**src/rtl/irq_flag_pair_pkg.sv**
```systemverilog
package irq_flag_pair_pkg;
  localparam int SRC_N = 7;

  typedef struct packed {
    logic             flagWr;
    logic             enWr;
    logic             enSet;
    logic             shiftRd;
    logic             flagRd;
    logic             enRd;
    logic [SRC_N-1:0] bits;
  } ctrlStrobes_t;
endpackage

```
**src/rtl/irq_flag_pair_decode.sv**
```systemverilog
module irq_flag_pair_decode
  import irq_flag_pair_pkg::*;
#(
  parameter int ADDR_W    = 13,
  parameter int IDX_LO    = 9,
  parameter int IDX_W     = 4,
  parameter int DATA_W    = 8,
  parameter int IDX_FLAG  = 13,
  parameter int IDX_EN    = 14,
  parameter int IDX_SHIFT = 10
) (
  input  logic              busWr,
  input  logic              busRd,
  input  logic [ADDR_W-1:0] busAddr,
  input  logic [DATA_W-1:0] wrData,
  output ctrlStrobes_t      strb
);
  localparam int IDX_HI = IDX_LO + IDX_W - 1;

  logic [IDX_W-1:0] regIdx;
  logic unusedAddrLo;

  assign regIdx       = busAddr[IDX_HI:IDX_LO];
  assign unusedAddrLo = ^busAddr[IDX_LO-1:0];

  always_comb begin
    strb         = '0;
    strb.bits    = wrData[SRC_N-1:0];
    strb.enSet   = wrData[DATA_W-1];
    strb.flagWr  = busWr && (regIdx == IDX_W'(IDX_FLAG));
    strb.enWr    = busWr && (regIdx == IDX_W'(IDX_EN));
    strb.flagRd  = busRd && (regIdx == IDX_W'(IDX_FLAG));
    strb.enRd    = busRd && (regIdx == IDX_W'(IDX_EN));
    strb.shiftRd = busRd && (regIdx == IDX_W'(IDX_SHIFT));
  end
endmodule

```
**src/rtl/irq_flag_pair_regs.sv**
```systemverilog
module irq_flag_pair_regs
  import irq_flag_pair_pkg::*;
#(
  parameter int DATA_W    = 8,
  parameter int SHIFT_BIT = 2,
  parameter int T1_BIT    = 6,
  parameter int T2_BIT    = 5
) (
  input  logic              clk,
  input  logic              rstN,
  input  ctrlStrobes_t      strb,
  input  logic [SRC_N-1:0]  setPulse,
  input  logic [SRC_N-1:0]  clrAccess,
  output logic [DATA_W-1:0] rdData,
  output logic              irqOut
);
  localparam logic [SRC_N-1:0] IRQ_MASK =
    SRC_N'((1 << SHIFT_BIT) | (1 << T1_BIT));
  localparam logic [SRC_N-1:0] T2_ONLY = SRC_N'(1 << T2_BIT);

  logic [SRC_N-1:0] flagQ;
  logic [SRC_N-1:0] enQ;
  logic [SRC_N-1:0] clrVec;
  logic             anyPending;

  // Gather every clear source that can hit a flag this cycle.
  always_comb begin
    clrVec = clrAccess;
    if (strb.flagWr) clrVec = clrVec | strb.bits;
    if (strb.shiftRd) clrVec[SHIFT_BIT] = 1'b1;
  end

  // One flag cell per source; a set in the same cycle beats any clear.
  for (genvar k = 0; k < SRC_N; k++) begin : g_flag
    always_ff @(posedge clk) begin
      if (!rstN)             flagQ[k] <= 1'b0;
      else if (setPulse[k])  flagQ[k] <= 1'b1;
      else if (clrVec[k])    flagQ[k] <= 1'b0;
    end
  end

  always_ff @(posedge clk) begin
    if (!rstN) begin
      enQ <= '0;
    end else if (strb.enWr) begin
      if (strb.enSet) enQ <= enQ | strb.bits;
      else            enQ <= enQ & ~strb.bits;
    end
  end

  assign anyPending = |(flagQ & enQ);
  assign irqOut     = |(flagQ & enQ & IRQ_MASK);

  always_comb begin
    rdData = '0;
    if (strb.flagRd)    rdData = {anyPending, flagQ};
    else if (strb.enRd) rdData = {1'b1, enQ};
  end

  a_r2_set_takes: assert property (@(posedge clk) disable iff (!rstN)
    (setPulse != '0) |=> ((flagQ & $past(setPulse)) == $past(setPulse)));

  a_r3_write_clears: assert property (@(posedge clk) disable iff (!rstN)
    strb.flagWr |=> ((flagQ & $past(strb.bits & ~setPulse)) == '0));

  a_r4_enable_or: assert property (@(posedge clk) disable iff (!rstN)
    (strb.enWr && strb.enSet) |=> ((enQ & $past(strb.bits)) == $past(strb.bits)));

  a_r5_enable_clear: assert property (@(posedge clk) disable iff (!rstN)
    (strb.enWr && !strb.enSet) |=> ((enQ & $past(strb.bits)) == '0));

  a_r12_enable_hold: assert property (@(posedge clk) disable iff (!rstN)
    !strb.enWr |=> $stable(enQ));

  a_r6_summary_bit: assert property (@(posedge clk) disable iff (!rstN)
    (strb.flagRd && irqOut) |-> rdData[DATA_W-1]);

  a_r7_enable_top: assert property (@(posedge clk) disable iff (!rstN)
    strb.enRd |-> rdData[DATA_W-1]);

  a_r8_t2_silent: assert property (@(posedge clk) disable iff (!rstN)
    ((flagQ & enQ) == T2_ONLY) |-> !irqOut);

  a_r9_shift_read: assert property (@(posedge clk) disable iff (!rstN)
    (strb.shiftRd && !setPulse[SHIFT_BIT]) |=> !flagQ[SHIFT_BIT]);

  a_r10_strobe_clear: assert property (@(posedge clk) disable iff (!rstN)
    (clrAccess != '0) |=> ((flagQ & $past(clrAccess & ~setPulse)) == '0));
endmodule

```
**src/rtl/irq_flag_pair.sv**
```systemverilog
module irq_flag_pair
  import irq_flag_pair_pkg::*;
#(
  parameter int ADDR_W    = 13,
  parameter int IDX_LO    = 9,
  parameter int DATA_W    = 8,
  parameter int SHIFT_BIT = 2,
  parameter int T1_BIT    = 6,
  parameter int T2_BIT    = 5
) (
  input  logic              clk,
  input  logic              rstN,
  input  logic              busWr,
  input  logic              busRd,
  input  logic [ADDR_W-1:0] busAddr,
  input  logic [DATA_W-1:0] wrData,
  input  logic [6:0]        setPulse,
  input  logic [6:0]        clrAccess,
  output logic [DATA_W-1:0] rdData,
  output logic              irqOut
);
  ctrlStrobes_t strb;

  irq_flag_pair_decode #(
    .ADDR_W(ADDR_W), .IDX_LO(IDX_LO), .IDX_W(ADDR_W - IDX_LO), .DATA_W(DATA_W),
    .IDX_FLAG(13), .IDX_EN(14), .IDX_SHIFT(10)
  ) u_decode (
    .busWr(busWr), .busRd(busRd), .busAddr(busAddr), .wrData(wrData), .strb(strb)
  );

  irq_flag_pair_regs #(
    .DATA_W(DATA_W), .SHIFT_BIT(SHIFT_BIT), .T1_BIT(T1_BIT), .T2_BIT(T2_BIT)
  ) u_regs (
    .clk(clk), .rstN(rstN), .strb(strb), .setPulse(setPulse),
    .clrAccess(clrAccess), .rdData(rdData), .irqOut(irqOut)
  );
endmodule

```
**config.mk**
```make
export PLATFORM = sky130hd
export DESIGN_NAME = irq_flag_pair
export DESIGN_NICKNAME = d
export VERILOG_FILES = /design/src/rtl/irq_flag_pair_pkg.sv /design/src/rtl/irq_flag_pair_decode.sv /design/src/rtl/irq_flag_pair_regs.sv /design/src/rtl/irq_flag_pair.sv
export SDC_FILE = /design/constraint.sdc
export NUM_CORES = 1
export LEC_CHECK = 0
export ABC_CLOCK_PERIOD_IN_PS = 1600
export CAP_MARGIN = 10
export CORE_ASPECT_RATIO = 1.4
export CORE_MARGIN = 5
export CORE_UTILIZATION = 37
export CTS_BUF_LIST = sky130_fd_sc_hd__clkbuf_2
export DETAILED_ROUTE_END_ITERATION = 16
export GPL_ROUTABILITY_DRIVEN = 0
export PLACE_DENSITY = 0.89
export SLEW_MARGIN = 25
export SYNTH_ARGS = -nofsm -noshare
export SYNTH_HDL_FRONTEND = slang
export SYNTH_SLANG_ARGS = --single-unit
```
**constraint.sdc**
```tcl
create_clock -name clk -period 1.6 [get_ports clk]
set_clock_uncertainty 0.15 [all_clocks]
set_input_delay 0.32 -clock clk [delete_from_list [all_inputs] [get_ports clk]]
set_output_delay 0.32 -clock clk [all_outputs]
set_load 0.005 [all_outputs]
```
==> impl_metrics.toml, run 1 <==
[global_route]
grt-ovfl-total = 0
grt_pass1_wl_um = 4120
grt_usage_pct = 16.9
grt_max_degree = 15
antenna_found_initial = 0
grt_pass1_vias = 959

[floorplanning]
die_x_um = 48.4
initial_core_util_pct = 38.7
dieArea_sq_um = 3080
fp.coreArea_sq_um = 1970
ios = 48
rows = 19
die_h_um = 63.7

[placement]
dp_hpwl_um = 1960
portBuffers = 38
place_area_sq_um = 1300

[timing]
relSlewSlack_pct = 70.1
period_share_pct = 126
worst_pin_slew_ps = 449
hold_viol_final = 0
slew_violations = 0
final-setup-viol-count = 8
fin_setup_tns_ps = -968
post-route-min-period_ps = 2020
worst_slack_ps = -423
rsz0062_at_grt = "yes"
max_freq_mhz = 494

[setup_path]
path_max_fanout = 2
cp-start-kind = "register"
path_cells = "a222oi_1 -> nand3b_1 -> a21o_1 -> buf_2"
crit_buf_inv = 1
crit_family = "compound AO/OA/AOI/OAI gates"
crit_path_top_delay_cell = "a222oi_1"
worst-setup-path-type = "reg2out"
crit_arrival_ps = 1550
cp.required_ps = 1130
end_kind = "output pin"
max_stage_delay_ps = 470

[synthesis]
yosysSeqAreaShare_pct = 36.7
synth_cell_types = 23
postSynthAreaPerCell_sq_um = 9.09
syn_area_sq_um = 763
ys_ff_latch = 14
syn_nets = 123
netlist_instances = 84
yosys_warnings = 0

[outcome]
violations = "negative setup slack"
outcome = "complete, but fails checks"

[pwr]
p_leak_nw = 0.647
power_density_nw_per_um2 = 527
vdd_ir_drop_max_v = 0.000349
design_power_total_w = 0.000715

[flow_run]
maxCapViolCount = 0

[clock_tree]
cts_buffers = 3
clockRootBuffer = "clkbuf_2"
clock_latency_ps = 270
clock-sinks = 14
cts-hold-fix-buffers = 0
clockBufferDepth = 2
cts.clk_slew.worst_paths_ps = 140
cts_tree = "built"
htreeDepth = 1

[layout]
fillers = 134
area_delta_synth_final_pct = 77.9
layout-drive-gt1-share_pct = 34.9
multi_input_area_sq_um = 448
fin_nets = 187
final_area_sq_um = 1360
ff_latch_area_sq_um = 284
diodes = 0

[drt]
viasPerCell = 5.66
vias = 946
wl_um = 2810
drtIter0Drc = 36
drt-pass1-iter-count = 4
wl_per_cell_um = 16.8
drc = 0
ant_nets = 0

[hold_path]
hp-class = "in2reg"
cell families (layout without fill, tap and decap cells):
| kind of cell | count (synthesis) | in the layout | synth area share, % |
|---|---|---|---|
| mux | 7 | 7 | 9.18 |
| buf+inv | 13 | 75 | 9.18 |
| compound gates | 25 | 25 | 27.9 |
| simple gates | 25 | 25 | 17.0 |
| flops | 14 | 14 | 36.7 |
cells in the final DEF (no fill, tap or decap), types with 2 or more instances in the layout:
cell type / n
a22o_1: 8
a311oi_1: 6
buf_2: 9
buf_4: 21
buf_6: 9
clkbuf_2: 4
clkdlybuf4s50_1: 24
dfxtp_1: 11
dfxtp_2: 3
inv_1: 7
mux2i_1: 7
nand2_1: 9
nand3_1: 7
nor2b_4: 2
o21a_1: 6
worst reg2reg max path, cell delays in order, from the launching register on:
cell and delay, ps:
dfxtp_1 380, buf_4 120, inv_1 40, a311oi_1 200, o21a_1 150
timing repair:
| item | CTS | global route |
|---|---|---|
| hold endpoints to repair | 0 | 0 |
| setup endpoints to repair | 9 | 9 |
| gates resized for setup | 57 | 16 |
| pin swaps | 6 | 7 |
| buffers inserted | 4 | 2 |
power by group:
part	internal, W	switching, W	total [W]
combinational	0.000112	0.0000670	0.000179
sequential	0.000362	0.00000837	0.000371
clock	0.0000511	0.000114	0.000165
total	0.000526	0.000189	0.000715
stage by stage:
stage | utilization, % | worst slack [ps] | hold WS, ps | cells
after floorplan | - | 113 | 294 | 84
after global placement | 65.8 | -769 | 421 | 160
after detailed placement | 65.8 | -819 | 428 | 160
after CTS | 66.6 | -290 | 338 | 166
after global routing | 68.8 | -469 | 381 | 167
final | 68.8 | -423 | 366 | 167
synth_stat cells:
cell type  count  area share [%]
dfxtp_1       14              37
buf_8          1             2.0
and3_4         1             1.5
a311oi_1       6             6.9
a22oi_1        1            0.98
buf_6          1             1.5
nand3b_1       1            0.98
mux2i_1        7             9.2
nor2b_1        3             2.5
nor2_1         1            0.49
o211a_1        1             1.3
nand2b_1       1            0.82
clkbuf_1       2            0.98
nand3_1        8             5.2
o21a_1         6             5.9
buf_2          2             1.3
nand4b_1       1             1.1
inv_1          7             3.4
a21o_1         1            0.98
o311a_1        1             1.3
a222oi_1       1             1.3
nand2_1        9             4.4
a22o_1         8             9.2
cell type report:
cell class | instances | area share [%]
timing repair buffer | 65 | 41.1
multi-input combinational | 57 | 33.0
sequential | 14 | 20.9
inverter | 7 | 1.94
tap | 21 | 1.94
clock buffer | 3 | 1.11
path summary, 6_finish.rpt:
check | end | start | slack [ps] | cells after the start
setup reg to reg | u_regs.flagQ[6] | u_regs.flagQ[6] | 520 | 4
hold / removal | register | busAddr[9] | 370 | 5
setup / recovery | rdData[7] | register | -420 | 4
hold reg to reg | register | register | 450 | 3
metal layers:
| metal | global-route usage, % | up-vias | part of all wire, % |
|---|---|---|---|
| met5 | 0 | - | 0 |
| met2 | 31.2 | 39 | 54 |
| li1 | - | 439 | - |
| met1 | 18.0 | 460 | 36 |
| met4 | 7.27 | 0 | 2.8 |
| met3 | 3.72 | 8 | 6.7 |
Power figures use the tool's default switching activity.
==> run 2, diff against run 1 <==
Settings changed: CTS_CLUSTER_DIAMETER set to 60.
==> results of run 2 <==
Same layout as run 1: the final DEF is identical, and so are final timing and power.
==> run 3, diff against run 2 <==
Settings changed: CORE_UTILIZATION 37 to 38, SLEW_MARGIN 25 to 40, SYNTH_HIERARCHICAL set to 1.
==> impl_metrics.toml, run 3 <==
[setup_path]
path_max_fanout = 2
max_stage_delay_ps = 330
crit_arrival_ps = 1270
end_kind = "output pin"
crit_buf_inv = 1
cp.required_ps = 1130
cp-start-kind = "register"
worst-setup-path-type = "reg2out"
crit_path_top_delay_cell = "dfxtp_2"
crit_family = "compound AO/OA/AOI/OAI gates"
path_cells = "a22o_1 -> a221oi_2 -> a31oi_1 -> buf_2"

[clock_tree]
clockBufferDepth = 2
clockRootBuffer = "clkbuf_2"
htreeDepth = 1
clock_latency_ps = 260
cts_buffers = 3
clock-sinks = 14
cts_tree = "built"
cts-hold-fix-buffers = 0
cts.clk_slew.worst_paths_ps = 140

[placement]
dp.cells = 177
dp_hpwl_um = 2050
pre_cts_slack_ps = -857
place_area_sq_um = 1300
portBuffers = 38

[floorplanning]
dieArea_sq_um = 3200
rows = 20
die_h_um = 65.0
fp.coreArea_sq_um = 2130
initial_core_util_pct = 38.6
ios = 48
die_x_um = 49.3

[timing]
final-setup-viol-count = 8
rsz0062_at_grt = "yes"
period_share_pct = 109
slew_violations = 0
fin_setup_tns_ps = -536
post-route-min-period_ps = 1740
worst_slack_ps = -141
max_freq_mhz = 574
relSlewSlack_pct = 71.3
hold_viol_final = 0
worst_pin_slew_ps = 429
fin_hold_ws_ps = 393

[pwr]
clkPwrFrac_pct = 22.4
p_leak_nw = 0.660
pwr-share-seq_pct = 52.0
combPwrFrac_pct = 25.6
vdd_ir_drop_max_v = 0.000440
p_sw_w = 0.000183
p_sw_share_pct = 25.6
internal_power_w = 0.000531
power_density_nw_per_um2 = 493

[synthesis]
yosys-top-cells-count = "27 x nand2_1, 14 x dfxtp_1, 8 x buf_4"
yosys_warnings = 6
synth_cell_types = 22
yosysTopAreaCellShare_pct = 34.1
syn_nets = 148
yosys.area.top_type = "dfxtp_1"
yosysMostFrequentCell = "nand2_1"
ys.flop_type = "dfxtp_1"
yosysSeqAreaShare_pct = 34.1
synthTopCellsByArea = "dfxtp_1 34%, nand2_1 12%, buf_4 7.3%"
syn_area_sq_um = 821
ys_ff_latch = 14
synth-edff-count = 0
netlist_instances = 109
postSynthAreaPerCell_sq_um = 7.53
async_flop_share_pct = 0

[drt]
vias = 1011
wl_um = 2990
drtIter0Drc = 20
viasPerCell = 5.44
drc = 0
wl_per_cell_um = 16.1
drt-pass1-iter-count = 4
ant_nets = 0

[global_route]
grt_usage_pct = 17.6
grt_pass1_vias = 1020
antenna_found_initial = 0
grt-ovfl-total = 0
grt_max_degree = 15
grt_pass1_wl_um = 4370

[outcome]
violations = "negative setup slack"
outcome = "complete, but fails checks"

[flow_run]
maxCapViolCount = 0

[layout]
final_cell_mix = "24 x clkdlybuf4s50_1, 21 x buf_4, 18 x nand2_1"
diodes = 0
ff_latch_area_sq_um = 282
fillers = 169
fin_cells = 186
area_delta_synth_final_pct = 76.5
layout-drive-gt1-share_pct = 39.6
final_common_cell = "clkdlybuf4s50_1"
fin_nets = 205
final_area_sq_um = 1450
multi_input_area_sq_um = 534

[hold_path]
hp-class = "reg2reg"
-- run 3: cell count changes in the layout (fill, tap and decap cells not counted), moves of 3 or more --
cell / delta
a22o_1: -7
mux2i_1: -5
nand2_2: +5
o21ai_1: +3
a311oi_1: -6
a21boi_0: +5
o21ai_2: +4
a211oi_1: +7
nand2_4: +4
nand2_1: +9
-- run 3: worst register-to-register path, delay by kind of cell (launching register included) --
| kind | cells | cell delay (ps) |
|---|---|---|
| flip-flops | 1 | 390 |
| AO/OA/AOI/OAI | 2 | 300 |
| buffers and inverters | 2 | 170 |
-- run 3: kinds of logic (layout without fill, tap and decap cells) --
group	Yosys count	in the layout	share of synthesized area (%)
simple gates	45	45	24.8
buf+inv	18	73	12.3
mux	2	2	2.44
compound gates	30	30	26.2
flops	14	14	34.1
-- run 3: through the flow --
stage	utilization (%)	total power (W)
floorplan	-	0.000435
global placement	61.1	0.000532
detailed placement	61.1	0.000537
CTS	63.0	0.000698
global route	68.1	0.000743
finish	68.1	0.000714
-- run 3: routing by layer --
layer | wire [um] | part of all wire (%) | track usage [%] | vias to the layer above
met3 | 160 | 5.4 | 2.53 | 12
met1 | 985 | 33 | 15.9 | 472
met4 | 165 | 5.5 | 12.5 | 0
met5 | 0 | 0 | 0 | -
li1 | - | - | - | 477
met2 | 1680 | 56 | 34.2 | 50
-- run 3: worst paths after layout --
path,startpoint,to,slack (ps),cells after the start
max reg2reg,u_regs/flagQ[0],u_regs/flagQ[0],560,4
min,register,register,390,2
min reg2reg,register,register,390,2
max,u_regs/flagQ[6],rdData[7],-140,4
-- run 3: timing repair --
| item | in CTS | in global routing |
|---|---|---|
| setup buffers | 5 | 1 |
| resized for setup | 79 | 29 |
| endpoints found under the setup margin | 20 | 13 |
| cloned | 1 | 0 |
| pin swaps | 10 | 15 |
-- run 3: area by class of cell --
| class | count | area share [%] |
|---|---|---|
| clock buffer | 3 | 1.04 |
| sequential | 14 | 19.4 |
| timing repair buffer | 64 | 39.2 |
| tap | 22 | 1.90 |
| multi-input combinational | 77 | 36.9 |
| inverter | 6 | 1.55 |
-- run 3: power groups by stage --
stage | clock [W] | combinational, W | sequential (W)
after detailed placement | 0 | 0.000159 | 0.000378
after global placement | 0 | 0.000155 | 0.000377
final | 0.000160 | 0.000183 | 0.000371
after global routing | 0.000176 | 0.000196 | 0.000372
after floorplan | 0 | 0.0000579 | 0.000377
after CTS | 0.000160 | 0.000167 | 0.000371
